===== config.mk =====
export PLATFORM = sky130hd
export DESIGN_NAME = hh_table_top
export DESIGN_NICKNAME = d
export VERILOG_FILES = /design/src/rtl/hhPkg.sv /design/src/rtl/hhCoin.sv /design/src/rtl/hhCtrl.sv /design/src/rtl/hhDatapath.sv /design/src/rtl/hh_table_top.sv
export SDC_FILE = /design/constraint.sdc
export NUM_CORES = 2
export LEC_CHECK = 0
export BUFFER_PORTS_ARGS = -buffer_cell sky130_fd_sc_hd__buf_2
export CORE_MARGIN = 5
export CORE_UTILIZATION = 50
export CTS_BUF_LIST = sky130_fd_sc_hd__clkbuf_8 sky130_fd_sc_hd__clkbuf_16
export DETAILED_ROUTE_END_ITERATION = 6
export GPL_ROUTABILITY_DRIVEN = 0
export GPL_TIMING_DRIVEN = 0
export PLACE_DENSITY = 0.69
export SYNTH_ARGS = -nofsm -noshare
export SYNTH_HDL_FRONTEND = slang
export SYNTH_HIERARCHICAL = 1
export SYNTH_SLANG_ARGS = --single-unit

===== constraint.sdc =====
create_clock -name clk -period 9.3 [get_ports clk]
set_input_delay 0.465 -clock clk [delete_from_list [all_inputs] [get_ports clk]]
set_output_delay 0.465 -clock clk [all_outputs]
set_load 0.01 [all_outputs]

===== src/rtl/hhPkg.sv =====
package hhPkg;
  typedef struct packed {
    logic lookup;    // a new packet is taken this cycle
    logic recWrite;  // a recirculated takeover is taken this cycle
    logic dumpRead;  // one readout record is read this cycle
  } hhStrobes_t;
endpackage


===== src/rtl/hhCoin.sv =====
module hhCoin #(
  parameter int CNT_W = 16,
  parameter int RND_W = 24
) (
  input  logic             clk,
  input  logic             rstN,
  input  logic [CNT_W-1:0] cmin,
  output logic             heads
);
  logic [RND_W-1:0] rnd;
  logic             feedback;
  logic [CNT_W:0]   biased;
  logic [CNT_W-1:0] mask;
  int               topBit;

  assign feedback = rnd[RND_W-1] ^ rnd[RND_W-2] ^ rnd[RND_W-3] ^ rnd[RND_W-8];

  always_ff @(posedge clk) begin
    if (!rstN) rnd <= RND_W'(24'h5A3C91);
    else       rnd <= {rnd[RND_W-2:0], feedback};
  end

  // N = floor(log2(cmin+1)); heads when the low N random bits are zero
  always_comb begin
    biased = {1'b0, cmin} + {{CNT_W{1'b0}}, 1'b1};
    topBit = 0;
    for (int i = 0; i <= CNT_W; i++) begin
      if (biased[i]) topBit = i;
    end
    for (int i = 0; i < CNT_W; i++) begin
      mask[i] = (i < topBit);
    end
    heads = ((rnd[CNT_W-1:0] & mask) == '0);
  end
endmodule


===== src/rtl/hhCtrl.sv =====
module hhCtrl
  import hhPkg::*;
#(
  parameter int STAGES  = 3,
  parameter int IDX_W   = 3,
  parameter int STAGE_W = 2
) (
  input  logic               clk,
  input  logic               rstN,
  input  logic               pktValid,
  input  logic               recValid,
  input  logic               dumpStart,
  output hhStrobes_t         strb,
  output logic               pktStall,
  output logic               recStall,
  output logic               dumpBusy,
  output logic [STAGE_W-1:0] curStage,
  output logic [IDX_W-1:0]   curIndex
);
  logic busy;
  logic lastRec;

  assign lastRec  = (curStage == STAGE_W'(STAGES-1)) && (curIndex == '1);
  assign dumpBusy = busy;

  always_comb begin
    strb.recWrite = recValid && !busy;
    strb.lookup   = pktValid && !busy && !recValid;
    strb.dumpRead = busy;
    pktStall      = pktValid && (busy || recValid);
    recStall      = recValid && busy;
  end

  always_ff @(posedge clk) begin
    if (!rstN) begin
      busy     <= 1'b0;
      curStage <= '0;
      curIndex <= '0;
    end else if (!busy) begin
      if (dumpStart) begin
        busy     <= 1'b1;
        curStage <= '0;
        curIndex <= '0;
      end
    end else if (lastRec) begin
      busy <= 1'b0;
    end else if (curIndex == '1) begin
      curIndex <= '0;
      curStage <= curStage + 1'b1;
    end else begin
      curIndex <= curIndex + 1'b1;
    end
  end

  // the readout ends right after the last stage's last index
  p_dump_length_r9: assert property (@(posedge clk) disable iff (!rstN)
    $fell(busy) |-> ($past(curStage) == STAGE_W'(STAGES-1)) && ($past(curIndex) == '1));
endmodule


===== src/rtl/hhDatapath.sv =====
module hhDatapath
  import hhPkg::*;
#(
  parameter int STAGES     = 3,
  parameter int IDX_W      = 3,
  parameter int ID_W       = 16,
  parameter int CNT_W      = 16,
  parameter int INIT_COUNT = 100,
  parameter int STAGE_W    = 2
) (
  input  logic               clk,
  input  logic               rstN,
  input  hhStrobes_t         strb,
  input  logic [ID_W-1:0]    pktFlow,
  input  logic [ID_W-1:0]    recFlow,
  input  logic [STAGE_W-1:0] recStage,
  input  logic [CNT_W-1:0]   recCount,
  input  logic [STAGE_W-1:0] curStage,
  input  logic [IDX_W-1:0]   curIndex,
  input  logic               heads,
  output logic [CNT_W-1:0]   minCount,
  output logic               fwdValid,
  output logic [ID_W-1:0]    fwdFlow,
  output logic               reqValid,
  output logic [ID_W-1:0]    reqFlow,
  output logic [STAGE_W-1:0] reqStage,
  output logic [CNT_W-1:0]   reqMin,
  output logic               dumpValid,
  output logic [STAGE_W-1:0] dumpStage,
  output logic [IDX_W-1:0]   dumpIndex,
  output logic               dumpUsed,
  output logic [ID_W-1:0]    dumpFlow,
  output logic [CNT_W-1:0]   dumpCount
);
  localparam int DEPTH = 1 << IDX_W;

  logic [STAGES-1:0] hit;
  logic [STAGES-1:0] firstHit;
  logic              anyHit;
  logic [CNT_W-1:0]  visCnt  [STAGES];
  logic              rdUsed  [STAGES];
  logic [ID_W-1:0]   rdFlow  [STAGES];
  logic [CNT_W-1:0]  rdCount [STAGES];
  logic [STAGE_W-1:0] minStage;
  logic [CNT_W-1:0]  recNext;
  logic              selUsed;
  logic [ID_W-1:0]   selFlow;
  logic [CNT_W-1:0]  selCount;

  assign recNext = (recCount == '1) ? recCount : recCount + 1'b1;

  for (genvar s = 0; s < STAGES; s++) begin : g_stage
    logic             used [DEPTH];
    logic [ID_W-1:0]  ids  [DEPTH];
    logic [CNT_W-1:0] cnts [DEPTH];
    logic [IDX_W-1:0] pktIdx;
    logic [IDX_W-1:0] recIdx;
    logic             recHere;

    assign pktIdx  = pktFlow[IDX_W-1:0] ^ pktFlow[IDX_W*(s+1) +: IDX_W];
    assign recIdx  = recFlow[IDX_W-1:0] ^ recFlow[IDX_W*(s+1) +: IDX_W];
    assign recHere = (int'(recStage) == s);

    assign hit[s]     = used[pktIdx] && (ids[pktIdx] == pktFlow);
    assign visCnt[s]  = cnts[pktIdx];
    assign rdUsed[s]  = used[curIndex];
    assign rdFlow[s]  = ids[curIndex];
    assign rdCount[s] = cnts[curIndex];

    always_ff @(posedge clk) begin
      if (!rstN) begin
        for (int i = 0; i < DEPTH; i++) begin
          used[i] <= 1'b0;
          ids[i]  <= '0;
          cnts[i] <= CNT_W'(INIT_COUNT);
        end
      end else if (strb.lookup && firstHit[s]) begin
        if (cnts[pktIdx] != '1) cnts[pktIdx] <= cnts[pktIdx] + 1'b1;
      end else if (strb.recWrite && recHere) begin
        used[recIdx] <= 1'b1;
        ids[recIdx]  <= recFlow;
        cnts[recIdx] <= recNext;
      end
    end
  end

  assign anyHit   = |hit;
  assign firstHit = hit & (~hit + 1'b1);

  // approximate minimum: strict compare keeps the lowest stage on ties
  always_comb begin
    minCount = visCnt[0];
    minStage = '0;
    for (int s = 1; s < STAGES; s++) begin
      if (visCnt[s] < minCount) begin
        minCount = visCnt[s];
        minStage = STAGE_W'(s);
      end
    end
  end

  always_comb begin
    selUsed  = 1'b0;
    selFlow  = '0;
    selCount = '0;
    for (int s = 0; s < STAGES; s++) begin
      if (int'(curStage) == s) begin
        selUsed  = rdUsed[s];
        selFlow  = rdFlow[s];
        selCount = rdCount[s];
      end
    end
  end

  always_ff @(posedge clk) begin
    if (!rstN) begin
      fwdValid  <= 1'b0;
      fwdFlow   <= '0;
      reqValid  <= 1'b0;
      reqFlow   <= '0;
      reqStage  <= '0;
      reqMin    <= '0;
      dumpValid <= 1'b0;
      dumpStage <= '0;
      dumpIndex <= '0;
      dumpUsed  <= 1'b0;
      dumpFlow  <= '0;
      dumpCount <= '0;
    end else begin
      fwdValid  <= strb.lookup;
      reqValid  <= strb.lookup && !anyHit && heads;
      dumpValid <= strb.dumpRead;
      if (strb.lookup) begin
        fwdFlow  <= pktFlow;
        reqFlow  <= pktFlow;
        reqStage <= minStage;
        reqMin   <= minCount;
      end
      if (strb.dumpRead) begin
        dumpStage <= curStage;
        dumpIndex <= curIndex;
        dumpUsed  <= selUsed;
        dumpFlow  <= selFlow;
        dumpCount <= selCount;
      end
    end
  end

  // a request only accompanies a forwarded packet
  p_req_with_fwd_r4: assert property (@(posedge clk) disable iff (!rstN)
    reqValid |-> fwdValid);
  // the request names an existing stage
  p_req_stage_range_r5: assert property (@(posedge clk) disable iff (!rstN)
    reqValid |-> (int'(reqStage) < STAGES));
  // stored counts never drop to zero, so a reported minimum is non-zero
  p_req_min_nonzero_r5: assert property (@(posedge clk) disable iff (!rstN)
    reqValid |-> (reqMin != '0));
  // a matched lookup never yields a request
  p_no_req_on_hit_r3: assert property (@(posedge clk) disable iff (!rstN)
    (strb.lookup && anyHit) |=> !reqValid);
endmodule


===== src/rtl/hh_table_top.sv =====
module hh_table_top
  import hhPkg::*;
#(
  parameter int STAGES     = 3,
  parameter int IDX_W      = 3,
  parameter int ID_W       = 16,
  parameter int CNT_W      = 16,
  parameter int INIT_COUNT = 100,
  parameter int RND_W      = 24,
  localparam int STAGE_W   = (STAGES > 1) ? $clog2(STAGES) : 1
) (
  input  logic               clk,
  input  logic               rstN,
  input  logic               pktValid,
  input  logic [ID_W-1:0]    pktFlow,
  output logic               pktStall,
  input  logic               recValid,
  input  logic [ID_W-1:0]    recFlow,
  input  logic [STAGE_W-1:0] recStage,
  input  logic [CNT_W-1:0]   recCount,
  output logic               recStall,
  output logic               fwdValid,
  output logic [ID_W-1:0]    fwdFlow,
  output logic               reqValid,
  output logic [ID_W-1:0]    reqFlow,
  output logic [STAGE_W-1:0] reqStage,
  output logic [CNT_W-1:0]   reqMin,
  input  logic               dumpStart,
  output logic               dumpBusy,
  output logic               dumpValid,
  output logic [STAGE_W-1:0] dumpStage,
  output logic [IDX_W-1:0]   dumpIndex,
  output logic               dumpUsed,
  output logic [ID_W-1:0]    dumpFlow,
  output logic [CNT_W-1:0]   dumpCount
);
  hhStrobes_t         strb;
  logic [STAGE_W-1:0] curStage;
  logic [IDX_W-1:0]   curIndex;
  logic [CNT_W-1:0]   minCount;
  logic               heads;

  hhCtrl #(.STAGES(STAGES), .IDX_W(IDX_W), .STAGE_W(STAGE_W)) i_ctrl (
    .clk(clk), .rstN(rstN), .pktValid(pktValid), .recValid(recValid),
    .dumpStart(dumpStart), .strb(strb), .pktStall(pktStall), .recStall(recStall),
    .dumpBusy(dumpBusy), .curStage(curStage), .curIndex(curIndex)
  );

  hhCoin #(.CNT_W(CNT_W), .RND_W(RND_W)) i_coin (
    .clk(clk), .rstN(rstN), .cmin(minCount), .heads(heads)
  );

  hhDatapath #(
    .STAGES(STAGES), .IDX_W(IDX_W), .ID_W(ID_W), .CNT_W(CNT_W),
    .INIT_COUNT(INIT_COUNT), .STAGE_W(STAGE_W)
  ) i_dp (
    .clk(clk), .rstN(rstN), .strb(strb), .pktFlow(pktFlow), .recFlow(recFlow),
    .recStage(recStage), .recCount(recCount), .curStage(curStage), .curIndex(curIndex),
    .heads(heads), .minCount(minCount), .fwdValid(fwdValid), .fwdFlow(fwdFlow),
    .reqValid(reqValid), .reqFlow(reqFlow), .reqStage(reqStage), .reqMin(reqMin),
    .dumpValid(dumpValid), .dumpStage(dumpStage), .dumpIndex(dumpIndex),
    .dumpUsed(dumpUsed), .dumpFlow(dumpFlow), .dumpCount(dumpCount)
  );

  // an accepted packet is forwarded unchanged on the next cycle
  p_fwd_follows_r4: assert property (@(posedge clk) disable iff (!rstN)
    (pktValid && !pktStall) |=> (fwdValid && (fwdFlow == $past(pktFlow))));
  // a recirculation taken alongside a packet leaves no forward behind
  p_rec_priority_r8: assert property (@(posedge clk) disable iff (!rstN)
    (recValid && !recStall && pktValid) |=> !fwdValid);
  // a stalled packet during readout produces no forward
  p_dump_blocks_pkt_r9: assert property (@(posedge clk) disable iff (!rstN)
    (dumpBusy && !recValid) |=> !fwdValid);
endmodule


# Yosys cells after proc, flatten, opt, wreduce, memory -nomap -nowiden
# Memories as Yosys holds them, arrays and structs flattened. A register that Yosys moved wholly into a read port is not among the register bits.
# Cells that the tools add are included.
# op_classes
eq_ne	15
div	0
addsub	8
n_lt_le_gt_ge	18
muxes	120
n_reduce_logical	40
n_bitwise	12
mul	0
shifts	0
# op_table
op	n
$mux W16	18
$reduce_or A16 Y1	9
$mux W3	38
$add A16 B1 Y16 const B	4
$eq A16 B16 Y1	3
$mux W1	48
$ne A16 B16 Y1 const B	3
$lt A4 B5 Y1 const A	8
$lt A16 B16 Y1	2
$mux W4	8
$lt A3 B5 Y1 const A	4
$xor A3 B3 Y3	6
$add A16 B1 Y17 const B	1
$logic_and A1 B1 Y1	17
$and A16 B16 Y16	1
$eq A16 B16 Y1 const B	1
$logic_not A16 Y1	1
$mux W2	7
$eq A2 B2 Y1 const B	5
$lt A1 B5 Y1 const A	2
$lt A2 B5 Y1 const A	2
$add A3 B1 Y3 const B	2
$mux W5	1
$logic_not A2 Y1	2
other kinds (13)	20
# word_totals
inputBits	55
wordCells	237
memories	9
latchBits	0
ramBits	792
mem_bits_ro	0
output_inout_bits	94
ff_bits	105
# memory_table
memory	words	word_bits	rd	rd_clocked_by_memory_dff	write_ports	line_no	source
i_dp.g_stage[0].cnts	8	16	2	1	8	hhDatapath.sv:55	logic [CNT_W-1:0] cnts [DEPTH];
i_dp.g_stage[0].ids	8	16	2	1	8	hhDatapath.sv:54	logic [ID_W-1:0] ids [DEPTH];
i_dp.g_stage[1].cnts	8	16	2	1	8	hhDatapath.sv:55	
i_dp.g_stage[1].ids	8	16	2	1	8	hhDatapath.sv:54	
i_dp.g_stage[2].cnts	8	16	2	1	8	hhDatapath.sv:55	
i_dp.g_stage[2].ids	8	16	2	1	8	hhDatapath.sv:54	
3 more memories	n/a	n/a	n/a	n/a	n/a	n/a	

# Longest topological paths before layout
# An unclocked memory read counts as a cell.
# logic_depth
depth_word	27
mapped_depth	43
depth_no_buf	34

# By module
# Netlist, hierarchy kept.
# by_module_without_submodules
module	area_each_um2	instances	cells_per_inst	seq_area_each_um2
hhDatapath	47931.0	1	3473	25044.0
hhCoin	1655.3	1	205	480.5
hhCtrl	345.3	1	39	120.1

# Worst setup path after synthesis
# OpenSTA, ideal clock, no wires.
# synth_timing
path_type	input-to-reg
start	input pktFlow[7]
end	register i_dp.reqValid
arrival_time_ns	9.560
setup_time_ns	0.091
slack_ns	-0.351
t_required_ns	9.209
stages	41
n_path_buf	8
path_cell_list	buf_2 -> xor2_2 -> buf_4 -> buf_4 -> buf_4 -> mux4_2 -> mux2i_1 -> inv_1 -> ha_1 -> a21o_1 -> a21o_1 -> a221oi_1 -> o221a_2 -> nand2_1 -> buf_2 -> mux2i_1 -> inv_1 -> ha_1 -> [... 5 more ...] -> a21o_1 -> a211oi_2 -> buf_4 -> mux2i_1 -> ha_1 -> buf_4 -> nand4_2 -> buf_6 -> nor4_2 -> xnor2_1 -> o211ai_1 -> nor3b_4 -> nand2_2 -> or3_1 -> a221o_1 -> a211oi_2 -> nand2_1 -> nor4bb_1
# synth_via
elab_chain_len	27
word_cells_on_any_way	53
cone_classes	1 x add/sub; 18 x order compare; 3 x eq/ne; 18 x mux; 2 x bitwise; 8 x reduce/logical; 3 x memory
# synth_rtl
element	line_no	source
start: declaration	hh_table_top.sv:15	input logic [ID_W-1:0] pktFlow,
$xor A3 B3 Y3 (*)	hhDatapath.sv:60	assign pktIdx = pktFlow[IDX_W-1:0] ^ pktFlow[IDX_W*(s+1) +: IDX_W];
$mem_v2 Z8 W16 (*)	n/a	
$lt A16 B16 Y1	hhDatapath.sv:95	if (visCnt[s] < minCount) begin
$mux W16 (*)	hhDatapath.sv:95	
$lt A16 B16 Y1	hhDatapath.sv:95	
$mux W16 (*)	hhDatapath.sv:95	
named net minCount[1]	hh_table_top.sv:40	logic [CNT_W-1:0] minCount;
$add A16 B1 Y17 (*)	hhCoin.sv:25	biased = {1'b0, cmin} + {{CNT_W{1'b0}}, 1'b1};
[... 3 more ...]	n/a	
$mux W3 (4 in series)	hhCoin.sv:28	if (biased[i]) topBit = i;
$mux W4 (8 in series)	hhCoin.sv:28	
$mux W5 (*)	hhCoin.sv:28	
$lt A1 B5 Y1, or another cell as far along	hhCoin.sv:31	mask[i] = (i < topBit);
$and A16 B16 Y16 (*)	hhCoin.sv:33	heads = ((rnd[CNT_W-1:0] & mask) == '0);
$logic_not A16 Y1 (*)	hhCoin.sv:33	
named net heads	hh_table_top.sv:41	logic heads;
$logic_and A1 B1 Y1 (*)	hhDatapath.sv:131	reqValid <= strb.lookup && !anyHit && heads;
end signal: assignment	hhDatapath.sv:131	
end: declaration	hhDatapath.sv:24	output logic reqValid,
# Mark *: on every way through the listed nets, which the timed path passes. The rest lies on a longest branch.
# A chain may end at the register's enable or synchronous reset.

# Worst setup path in the final report
# layout_timing
start	input pktFlow[5]
end	register i_dp.reqValid
# layout_via
word_cells_on_any_way	53
cone_classes	1 x add/sub; 18 x order compare; 3 x eq/ne; 18 x mux; 2 x bitwise; 8 x reduce/logical; 3 x memory
# layout_rtl
element	line_no
$xor A3 B3 Y3 (*)	hhDatapath.sv:60
$mem_v2 Z8 W16 (*)	n/a
$lt A16 B16 Y1	hhDatapath.sv:95
$mux W16 (*)	hhDatapath.sv:95
$lt A16 B16 Y1	hhDatapath.sv:95
$mux W16 (*)	hhDatapath.sv:95
named net minCount[3]	hh_table_top.sv:40
$add A16 B1 Y17 (*)	hhCoin.sv:25
$mux W2	hhCoin.sv:28
$mux W3 (4 in series)	hhCoin.sv:28
$mux W4 (8 in series)	hhCoin.sv:28
$mux W5 (*)	hhCoin.sv:28
$lt A1 B5 Y1, or another cell as far along	hhCoin.sv:31
$and A16 B16 Y16 (*)	hhCoin.sv:33
$logic_not A16 Y1 (*)	hhCoin.sv:33
named net heads	hh_table_top.sv:41
$logic_and A1 B1 Y1 (*)	hhDatapath.sv:131
# Marked as above.

==> impl_metrics.env <==
export IMPL_status="finished clean"
export IMPL_rr_endpoint="i_dp/reqValid"
export IMPL_grt_max_degree=20
export IMPL_antenna_found_initial=13
export IMPL_coreArea_um2=99600
export IMPL_clkPwrFrac_pct=35.9
export IMPL_ys_ff_latch=897
export IMPL_p_leak_uw=0.0203
export IMPL_maxSlewHeadroom_pct=7.40
export IMPL_h_tree_depth=3
export IMPL_worst_slack_ns=0.214
export IMPL_avgSynthCellArea_um2=13.4
export IMPL_area_growth_synth_to_final_pct=14.2
export IMPL_switchingPower_uw=3230
export IMPL_p_comb_share_pct=22.3
export IMPL_crit_top_cell="a21o_1"
export IMPL_endpoint_kind="flop"
export IMPL_fin_crit_ns=9.09
export IMPL_initial_utilization_pct=50.1
export IMPL_powerDensity_nw_per_um2=193
export IMPL_vias=36800
export IMPL_worst_slew_pin_slew_ns=1.39
export IMPL_yosysWarnings=6
export IMPL_finalSetupViolCount=0
export IMPL_synth_top_area_share_pct=46.2
export IMPL_clock_latency_ns=0.68
export IMPL_cp_num_buf_inv=9
export IMPL_fin_crit_sh_pct=97.7
export IMPL_cp_data_required_time_ns=9.81
export IMPL_rsz0062_at_grt="no"
export IMPL_synth_area_um2=49900
export IMPL_synth_top_family_by_area="multiplexers"
export IMPL_drt_pass1_iter_count=7
export IMPL_ys_seq_area_share_pct=51.4
export IMPL_synthSimpleGateAreaFrac_pct=13.6
export IMPL_hold_viol=0
export IMPL_track_usage_pct=33.3
export IMPL_synth_area_top_cells="edfxtp_1 (46%), mux4_2 (20%), dfxtp_1 (5.2%)"
export IMPL_p_int_uw=7790
export IMPL_root_buffer="clkbuf_16"
export IMPL_hp_class="input port to flop"
export IMPL_path_max_fanout=10
export IMPL_drt_iter0_drc=5827
export IMPL_cts_buffers=95
export IMPL_reg2regPathDepth=37
export IMPL_yosysMostFrequentCell="edfxtp_1"
export IMPL_synthMuxAreaShare_pct=24.3
export IMPL_pwr_share_seq_pct=41.8
export IMPL_yosys_area_share_xor_xnor_pct=2.43
export IMPL_holdPathEnd="i_ctrl/dumpBusy"
export IMPL_ff_latch_area_um2=25600
export IMPL_worst_setup_path_type="input port to flop"
export IMPL_async_flop_share_pct=0
export IMPL_rows=116
export IMPL_fillers=7927
export IMPL_postSynthNetCount=3810
export IMPL_cpMaxStageDelayCell="nor4bb_4"
export IMPL_r2r_start="i_dp/g_stage[1].cnts[6][5]"
export IMPL_setup_worst_path_start_class="input port"
export IMPL_swShare_pct=29.3
export IMPL_synth_compound_gate_area_share_pct=4.05
export IMPL_clk_pin_slew_worst_paths_ns=0.06
export IMPL_wirelength_um=181000
export IMPL_synth_cell_types=100
export IMPL_viasPerCell=6.81
export IMPL_cts_buffer_depth=3
export IMPL_wl_per_cell_um=33.5
export IMPL_dieWidth_um=326
export IMPL_cts_sinks=897
export IMPL_synthTopCellsByCount="edfxtp_1 (768), nor2_1 (586), mux4_2 (435), and2_1 (209), nand2_1 (169)"
export IMPL_postRouteAntennaNets=0
export IMPL_grt_first_pass_wirelength_um=254000
export IMPL_final_nets=4108
export IMPL_clock_skew_final_ns=0.0205
export IMPL_synth_edf_count=768
export IMPL_overflow=0
export IMPL_drive_gt1_share_pct=27.1
export IMPL_yosysTopAreaCell="edfxtp_1"
export IMPL_synthAdderAreaFrac_pct=0.952
export IMPL_multiInputGateArea_um2=23200
export IMPL_critPathTopFamily="compound AO/OA/AOI/OAI gates"
export IMPL_dieHeight_um=326
export IMPL_hold_buffers=0
export IMPL_synthFlopType="edfxtp_1"
export IMPL_holdPathStages=3
export IMPL_cap_viol_max_count=0
export IMPL_totalPowerFinal_uw=11000
export IMPL_syn_inst=3717
export IMPL_hp_start="dumpStart"
export IMPL_drc=0
export IMPL_vdd_drop_max_mv=0.133
export IMPL_reg2reg_slack_ns=0.34
export IMPL_grt_pass1_vias=35400
export IMPL_portBuffers=131
export IMPL_arrival_ns=9.60
export IMPL_crit_path_max_incr_delay_ns=0.60
export IMPL_ioPinCount=149
export IMPL_setup_tns_ns=0
export IMPL_die_area_um2=106000
export IMPL_maxSlewViolCount=0
export IMPL_dp_hpwl_um=129000
export IMPL_cts_tree="built"
export IMPL_place_ws_ns=-3.47
export IMPL_max_freq_mhz=110
==> placed cells by master (no fill, tap or decap), types with 71 or more instances in the layout <==
cell type    n
nor2_1     586
nand2b_1    95
and2_1     209
mux4_2     435
inv_1       71
xnor2_1     82
edfxtp_1   768
mux2i_1    106
clkbuf_16  101
clkbuf_1   149
and3_1      93
dfxtp_1    129
nand2_1    167
buf_4       90
buf_2      178
==> timing repair <==
| item | in CTS | in global routing |
|---|---|---|
| pin swaps | 9 | 12 |
| gates cloned | 0 | 2 |
| resized for setup | 96 | 74 |
| setup endpoints to repair | 1 | 1 |
| setup buffers | 17 | 41 |
==> per-stage QoR <==
stage               hold slack, ns  cell area (um2)  cells  utilization, %
global placement             0.391            52200   5146            52.5
CTS                          0.117            56200   5351            56.5
detailed placement           0.393            52400   5156            52.7
floorplan                    0.386            50000   3717               -
finish                       0.138            57000   5401            57.2
global route                 0.134            57000   5396            57.2
==> kinds of logic (layout without fill, tap and decap cells) <==
family,count (synthesis),in the layout
and+or+nand+nor,1368,1368
adders and majority gates,38,38
buffers and inverters,354,734
AOI/OAI and AO/OA,281,281
xor gates and xnor gates,128,128
other,0,6
muxes,651,651
DFF,897,897
==> worst max path at each step <==
stage,from,to,depth (start not counted)
final,pktFlow[5],i_dp/reqValid,40
after detailed placement,pktFlow[5],i_dp/reqValid,38
after floorplan,pktFlow[0],i_dp/reqValid,42
after global routing,pktFlow[1],i_dp/reqValid,44
after global placement,pktFlow[5],i_dp/reqValid,39
after CTS,pktFlow[7],i_dp/reqValid,44
==> worst min-delay path, stage by stage <==
cell and delay, ns:
buf_2 0.12, nand2b_2 0.10, a21oi_1 0.07
==> per-layer routing <==
layer  vias up  global-route usage (%)  share of wire (%)
met1     18400                    43.6                 34
met2      3012                    49.3                 44
met3       605                    9.58                 14
met4        13                    20.5                7.6
met5         -                   0.226              0.066
li1      14800                       -                  -
==> state kept, by name, summed over array words and instances (netlist names) <==
name / cells
i_dp/g_stage.cnts: 384
i_dp/g_stage.ids: 384
i_coin/rnd: 24
i_dp/g_stage.used: 24
i_dp/dumpCount: 16
i_dp/dumpFlow: 16
i_dp/reqFlow: 16
i_dp/reqMin: 16
i_ctrl/curIndex: 3
i_dp/dumpIndex: 3
i_ctrl/curStage: 2
i_dp/dumpStage: 2
i_dp/reqStage: 2
i_ctrl/dumpBusy: 1
i_dp/dumpUsed: 1
i_dp/dumpValid: 1
i_dp/fwdValid: 1
i_dp/reqValid: 1
==> power groups by stage <==
stage,Clock [uW],Sequential [uW],Combinational [uW]
2_1_floorplan,0,4650,1430
3_3_place_gp,0,4680,2110
3_5_place_dp,0,4680,2140
4_1_cts,3980,4600,2270
5_1_grt,4160,4610,2550
6_report,3960,4600,2460
==> layout make-up <==
class	instances	area share [%]
Tap cell	1298	2.85
Buffer	297	3.07
Clock inverter	76	1.21
Timing Repair Buffer	203	2.39
Antenna cell	6	0.0263
Multi-Input combinational cell	2466	40.7
Sequential cell	897	45.0
Clock buffer	103	4.44
Inverter	55	0.362
(Power assumes the default switching activity.)
